$ cat config.mk
export PLATFORM = sky130hd
export DESIGN_NAME = ext_edge_counter
export DESIGN_NICKNAME = d
export VERILOG_FILES = /design/src/rtl/ext_cnt_pkg.sv /design/src/rtl/ext_in_sync.sv /design/src/rtl/ext_edge_filter.sv /design/src/rtl/ext_edge_prescaler.sv /design/src/rtl/ext_edge_counter.sv
export SDC_FILE = /design/constraint.sdc
export NUM_CORES = 1
export LEC_CHECK = 0
export ABC_AREA = 1
export BUFFER_PORTS_ARGS = -buffer_cell sky130_fd_sc_hd__buf_2
export CORE_MARGIN = 8
export CORE_UTILIZATION = 30
export CTS_BUF_LIST = sky130_fd_sc_hd__clkbuf_4 sky130_fd_sc_hd__clkbuf_8
export DETAILED_ROUTE_END_ITERATION = 16
export SYNTH_ARGS = -nofsm -noshare
export SYNTH_HDL_FRONTEND = slang
export SYNTH_HIERARCHICAL = 1
export SYNTH_SLANG_ARGS = --single-unit
$ cat constraint.sdc
create_clock -name clk -period 2.2 [get_ports clk]
set_clock_uncertainty 0.15 [all_clocks]
set_input_delay 0.33 -clock clk [delete_from_list [all_inputs] [get_ports clk]]
set_output_delay 0.33 -clock clk [all_outputs]
set_load 0.01 [all_outputs]
$ cat src/rtl/ext_cnt_pkg.sv
package ext_cnt_pkg;

    typedef enum logic [1:0] {
        FLT_LOW     = 2'b00,
        FLT_RISING  = 2'b01,
        FLT_HIGH    = 2'b11,
        FLT_FALLING = 2'b10
    } flt_state_e;

endpackage

$ cat src/rtl/ext_in_sync.sv
module ext_in_sync #(
    parameter int STAGES = 2
) (
    input  logic clk,
    input  logic rst_n,
    input  logic din,
    input  logic pol,
    output logic dout
);
    logic [STAGES-1:0] chain_q;

    always_ff @(posedge clk or negedge rst_n) begin
        if (!rst_n) chain_q[0] <= 1'b0;
        else        chain_q[0] <= din;
    end

    for (genvar i = 1; i < STAGES; i++) begin : g_stage
        always_ff @(posedge clk or negedge rst_n) begin
            if (!rst_n) chain_q[i] <= 1'b0;
            else        chain_q[i] <= chain_q[i-1];
        end

        // each stage adds one cycle of delay
        a_r2_stage_shift: assert property (@(posedge clk) disable iff (!rst_n)
            chain_q[i] == $past(chain_q[i-1]));
    end

    // polarity applied after synchronisation: 1 turns falling pin edges into rising ones
    always_comb dout = chain_q[STAGES-1] ^ pol;

endmodule

$ cat src/rtl/ext_edge_filter.sv
module ext_edge_filter
    import ext_cnt_pkg::*;
#(
    parameter int CODE_W = 4
) (
    input  logic              clk,
    input  logic              rst_n,
    input  logic              din,
    input  logic [CODE_W-1:0] code,
    output logic              dout
);
    localparam int RC_W = 1 << CODE_W;

    flt_state_e      state_q, state_d;
    logic [RC_W-1:0] run_q, run_d, last_run;

    // number of samples still needed after the first, minus nothing: N-1
    always_comb begin
        if (code == '0) last_run = '0;
        else            last_run = RC_W'((32'd1 << code) - 32'd1);
    end

    always_comb begin
        state_d = state_q;
        run_d   = run_q;
        unique case (state_q)
            FLT_LOW: begin
                if (din) begin
                    if (last_run == '0) begin
                        state_d = FLT_HIGH;
                        run_d   = '0;
                    end else begin
                        state_d = FLT_RISING;
                        run_d   = RC_W'(1);
                    end
                end
            end
            FLT_RISING: begin
                if (!din) begin
                    state_d = FLT_LOW;
                    run_d   = '0;
                end else if (run_q >= last_run) begin
                    state_d = FLT_HIGH;
                    run_d   = '0;
                end else begin
                    run_d = run_q + RC_W'(1);
                end
            end
            FLT_HIGH: begin
                if (!din) begin
                    if (last_run == '0) begin
                        state_d = FLT_LOW;
                        run_d   = '0;
                    end else begin
                        state_d = FLT_FALLING;
                        run_d   = RC_W'(1);
                    end
                end
            end
            FLT_FALLING: begin
                if (din) begin
                    state_d = FLT_HIGH;
                    run_d   = '0;
                end else if (run_q >= last_run) begin
                    state_d = FLT_LOW;
                    run_d   = '0;
                end else begin
                    run_d = run_q + RC_W'(1);
                end
            end
            default: begin
                state_d = FLT_LOW;
                run_d   = '0;
            end
        endcase
    end

    always_ff @(posedge clk or negedge rst_n) begin
        if (!rst_n) begin
            state_q <= FLT_LOW;
            run_q   <= '0;
        end else begin
            state_q <= state_d;
            run_q   <= run_d;
        end
    end

    always_comb dout = (state_q == FLT_HIGH) || (state_q == FLT_FALLING);

    // the filtered level only ever moves to the level last sampled
    a_r5_follows_sample: assert property (@(posedge clk) disable iff (!rst_n)
        !$stable(dout) |-> dout == $past(din));
    // a pending rise is dropped by one opposite sample
    a_r5_abort_rise: assert property (@(posedge clk) disable iff (!rst_n)
        (state_q == FLT_RISING && !din) |=> state_q == FLT_LOW);
    // a pending fall is dropped by one opposite sample
    a_r5_abort_fall: assert property (@(posedge clk) disable iff (!rst_n)
        (state_q == FLT_FALLING && din) |=> state_q == FLT_HIGH);

endmodule

$ cat src/rtl/ext_edge_prescaler.sv
module ext_edge_prescaler #(
    parameter int CODE_W = 2
) (
    input  logic              clk,
    input  logic              rst_n,
    input  logic              flt,
    input  logic [CODE_W-1:0] code,
    input  logic              run_en,
    output logic              tick
);
    localparam int PC_W = ((1 << CODE_W) - 1) > 0 ? ((1 << CODE_W) - 1) : 1;

    logic            prev_q;
    logic            rise;
    logic [PC_W-1:0] phase_q;
    logic [PC_W-1:0] last_idx;

    always_comb begin
        rise     = flt && !prev_q;
        last_idx = PC_W'((32'd1 << code) - 32'd1);
    end

    always_ff @(posedge clk or negedge rst_n) begin
        if (!rst_n) begin
            prev_q  <= 1'b0;
            phase_q <= '0;
            tick    <= 1'b0;
        end else begin
            prev_q <= flt;
            if (!run_en) begin
                phase_q <= '0;
                tick    <= 1'b0;
            end else if (rise) begin
                if (phase_q >= last_idx) begin
                    phase_q <= '0;
                    tick    <= 1'b1;
                end else begin
                    phase_q <= phase_q + PC_W'(1);
                    tick    <= 1'b0;
                end
            end else begin
                tick <= 1'b0;
            end
        end
    end

    // a tick lasts one cycle
    a_r2_tick_single: assert property (@(posedge clk) disable iff (!rst_n)
        tick |=> !tick);
    // nothing is emitted while external clocking or counting is off
    a_r6_idle_no_tick: assert property (@(posedge clk) disable iff (!rst_n)
        !run_en |=> !tick);
    // a tick is only issued from a high filtered level
    a_r4_tick_from_edge: assert property (@(posedge clk) disable iff (!rst_n)
        tick |-> $past(flt));

endmodule

$ cat src/rtl/ext_edge_counter.sv
module ext_edge_counter #(
    parameter int CNT_W       = 16,
    parameter int FLT_CODE_W  = 4,
    parameter int PSC_CODE_W  = 2,
    parameter int SYNC_STAGES = 2
) (
    input  logic                  clk,
    input  logic                  rst_n,
    input  logic                  ext_in,
    input  logic [FLT_CODE_W-1:0] flt_code,
    input  logic [PSC_CODE_W-1:0] psc_code,
    input  logic                  edge_pol,
    input  logic                  ext_clk_en,
    input  logic                  cnt_en,
    output logic [CNT_W-1:0]      count
);
    logic sync_lvl;
    logic flt_lvl;
    logic tick;
    logic run_en;

    always_comb run_en = ext_clk_en && cnt_en;

    ext_in_sync #(.STAGES(SYNC_STAGES)) u_sync (
        .clk  (clk),
        .rst_n(rst_n),
        .din  (ext_in),
        .pol  (edge_pol),
        .dout (sync_lvl)
    );

    ext_edge_filter #(.CODE_W(FLT_CODE_W)) u_filter (
        .clk  (clk),
        .rst_n(rst_n),
        .din  (sync_lvl),
        .code (flt_code),
        .dout (flt_lvl)
    );

    ext_edge_prescaler #(.CODE_W(PSC_CODE_W)) u_psc (
        .clk   (clk),
        .rst_n (rst_n),
        .flt   (flt_lvl),
        .code  (psc_code),
        .run_en(run_en),
        .tick  (tick)
    );

    always_ff @(posedge clk or negedge rst_n) begin
        if (!rst_n)                count <= '0;
        else if (tick && run_en)   count <= count + CNT_W'(1);
    end

    // the value only ever steps up by one, wrapping at the width
    a_r8_step_one: assert property (@(posedge clk) disable iff (!rst_n)
        !$stable(count) |-> count == $past(count) + CNT_W'(1));
    // counter enable low freezes the value
    a_r7_hold_when_off: assert property (@(posedge clk) disable iff (!rst_n)
        !cnt_en |=> $stable(count));
    // external-clock enable low freezes the value
    a_r6_hold_when_ext_off: assert property (@(posedge clk) disable iff (!rst_n)
        !ext_clk_en |=> $stable(count));

endmodule

==> out/metrics.yaml <==
drtIter0Drc: 122
required_ps: 2240
power.leakage_nw: 2.11
synth_area_per_cell_um2: 7.25
slowest_delay_ps: 270
critPathCaptureType: "flop"
ios: 28
cts_root_buf: "clkbuf_8"
yosys_warnings: 6
start_util_pct: 30.7
portBuffers: 27
startpoint_type: "input pin"
hpwlAfterDp_mm: 5.75
final.period_utilization_pct: 104
clock.fmax_mhz: 437
syn_to_final_growth_pct: 26.4
maxSlewHeadroom_pct: 63.5
critPathBufInv: 3
wl_met2_mm: 3.71
routedWlPerCell_um: 12.0
clock_latency_ps: 300
numCtsBuffers: 5
seq_area_frac_synth_pct: 32.6
slew_viol_final: 0
final_util_pct: 38.8
ys_ff_latch: 41
syn_area_um2: 3150
drt_first_pass_iters: 5
nets: 537
timing.max_cap.violations: 0
rr_endpoint: "u_filter/run_q[14]"
multi_input_area_um2: 1980
dp_cells: 619
die_h_um: 119
crit_family: "simple AND/OR/NAND/NOR gates"
crit_end: "u_filter/state_q[0]"
wl_met3_um: 230
grt_pass1_wl_mm: 13.2
cellPowerDensity_nw_per_um2: 567
drive_above_1_share_pct: 26.5
startpoint: "flt_code[2]"
hp-class: "flop to flop"
cts_sinks: 41
met1_length_mm: 3.56
crit_slowest_cell: "ha_4"
rrSetupSlack_ps: 200
core_um2: 10300
cp_max_fo: 6
postRouteAntennaNets: 0
rr_worst_depth: 10
crit_cells: 21
syn_inst: 435
antenna_found_initial: 0
nFillCells: 1052
die_area_um2: 14000
path_class: "input pin to flop"
status: "finished, violations left"
routed.top_layer: "met4"
worstPathArrival_ps: 2330
vias: 2929
hold_violations: 0
rsz0062_at_grt: "yes"
rr_startpoint: "u_filter/state_q[0]"
fin_ws_ps: -86.7
ir_worst_vdd_uv: 274
grt_pass1_vias: 2899
layout.cells.non_filler: 634
grt_max_degree: 42
overflow: 0
fin_crit_ps: 2290
worstMarginPinSlew_ps: 547
clk_path_buf_depth: 2
grtUsageTotal_pct: 11.0
seq_area_um2: 1030
die_w_um: 119
violations: "setup timing"
viasPerCell: 4.62
place.gp.congestion: 0.864
n_antenna_cell: 0
synth_nets: 475
rows: 37
dp_slack_ps: -570
crit_top_cell: "nand2_1"
drc_errors: 0
synth.distinct_cells: 32
crit_chain: "buf_8, nor2_4, inv_2, nor2_4, inv_2, ha_4, or2_4, ha_4, nand2_2, nor2_1, nor2_1, nand2_1, nand2_1, nand2_1, nand2_1, nand2_2, nand2_4, nand2_4, nand2_2, nand2_1, nand2_1"
clk_pin_slew_ps: 80
h-tree-depth: 2
finalSetupViolCount: 17
routed_wl_mm: 7.63
cts_tree: "done"
tns_ps: -778
## through the flow
stage | hold WS [ps] | power [mW] | area (um^2)
detailed placement | 200 | 1.68 | 3700
finish | 213 | 2.26 | 3980
global placement | 186 | 1.64 | 3700
CTS | 220 | 2.25 | 3920
floorplan | -116 | 1.44 | 3230
global route | 233 | 2.43 | 3980
## cells in the final DEF, fill, tap and decap left out, types with 2 or more instances in the layout
| master | count |
|---|---|
| buf_4 | 28 |
| inv_2 | 12 |
| o21ai_0 | 6 |
| nand2_2 | 13 |
| a21oi_1 | 8 |
| nor2_1 | 30 |
| buf_6 | 8 |
| nand3b_1 | 4 |
| a21oi_2 | 2 |
| nand2_1 | 111 |
| o21ai_2 | 2 |
| dfrtp_1 | 41 |
| o21ai_1 | 7 |
| xor2_1 | 12 |
| dlygate4sd3_1 | 2 |
| buf_2 | 23 |
| nor2_4 | 8 |
| o22ai_1 | 2 |
| nor2_2 | 6 |
| inv_1 | 60 |
| nand4_1 | 23 |
| nand3_2 | 5 |
| nor3_2 | 4 |
| ha_1 | 25 |
| nor3_1 | 3 |
| nand2_4 | 3 |
| clkbuf_8 | 5 |
| ha_4 | 3 |
| clkinv_2 | 2 |
| nand3_1 | 19 |
| xnor2_1 | 9 |
## how the worst min path moves through the flow
| stage | from | endpoint | slack, ps | cells past startpoint |
|---|---|---|---|---|
| 2_1_floorplan | rst_n | count[0] | -120 | 0 |
| 3_3_place_gp | u_sync/chain_q[0] | u_sync/chain_q[1] | 190 | 0 |
| 3_5_place_dp | u_sync/chain_q[0] | u_sync/chain_q[1] | 200 | 0 |
| 4_1_cts | u_sync/chain_q[0] | u_sync/chain_q[1] | 220 | 0 |
| 5_1_grt | u_sync/chain_q[0] | u_sync/chain_q[1] | 230 | 0 |
| 6_report | u_sync/chain_q[0] | u_sync/chain_q[1] | 210 | 0 |
## cells by family (layout without fill, tap and decap cells)
kind of cell	after synthesis	after routing	share of synthesized area, %
and+or+nand+nor	232	233	34.5
DFF	41	41	32.6
buffers and inverters	80	142	10.0
AOI/OAI and AO/OA	32	32	5.92
adders and majority gates	28	28	11.1
other	1	1	0.119
xor gates and xnor gates	21	21	5.84
## cells in the mapped netlist
master,n,share of area (%)
nand2_1,119,14
inv_1,67,8.0
dfrtp_1,41,33
nor2_1,34,4.0
ha_1,28,11
nand4_1,23,4.6
nand3_1,20,3.2
xor2_1,12,3.3
o21ai_0,10,1.6
a21oi_1,9,1.4
xnor2_1,9,2.5
nand2_2,7,1.4
nor3_1,7,1.1
inv_2,5,0.60
nor2_2,5,0.99
nor2_4,5,1.8
nand3_2,4,1.3
nand3b_1,4,0.95
o21ai_1,4,0.64
buf_2,3,0.48
buf_4,3,0.71
a21oi_2,2,0.56
clkbuf_1,2,0.24
o2111ai_1,2,0.56
o22ai_1,2,0.40
or2_2,2,0.40
conb_1,1,0.12
nor3b_2,1,0.40
o211ai_1,1,0.24
o21a_1,1,0.24
o21ai_2,1,0.28
or2_1,1,0.20
## state kept, by name (all words and copies together) (netlist names)
| signal | cells |
|---|---|
| count | 16 |
| u_filter/run_q | 16 |
| u_psc/phase_q | 3 |
| u_filter/state_q | 2 |
| u_sync/chain_q | 2 |
| u_psc/prev_q | 1 |
| u_psc/tick | 1 |
## metal layers
metal / track usage, % / vias up
met2: 18.8 / 41
li1: - / 1512
met5: 0 / -
met1: 14.1 / 1365
met3: 1.38 / 11
met4: 3.87 / 0
## final cells by class
| class | count | area share (%) |
|---|---|---|
| clock buffer | 5 | 1.73 |
| clock inverter | 3 | 0.440 |
| inverter | 72 | 6.78 |
| multi-input combinational | 315 | 49.7 |
| sequential | 41 | 25.8 |
| tap | 136 | 4.27 |
| timing repair buffer | 62 | 11.3 |
## what timing repair did
item                       CTS  global route
gates resized for setup     24            17
gates cloned                 2             0
setup endpoints to repair   18            18
hold endpoints to repair    42             0
buffers inserted             2             1
hold buffers                 2             0
pin swaps                    8            10
## where the power goes
group | total (mW) | switching [mW] | internal (mW)
combinational | 0.869 | 0.532 | 0.337
clock | 0.503 | 0.284 | 0.219
sequential | 0.888 | 0.0741 | 0.814
total | 2.26 | 0.890 | 1.37
## worst reg2reg max path, cell delays in order, from the launching register on
cell	delay, ps
dfrtp_1	410
inv_1	110
ha_1	210
or2_1	200
nand2_1	80
inv_1	70
nor2_4	310
o21ai_1	130
nor2_1	150
nand2_2	70
nand2_2	60
(Power assumes the default switching activity.)
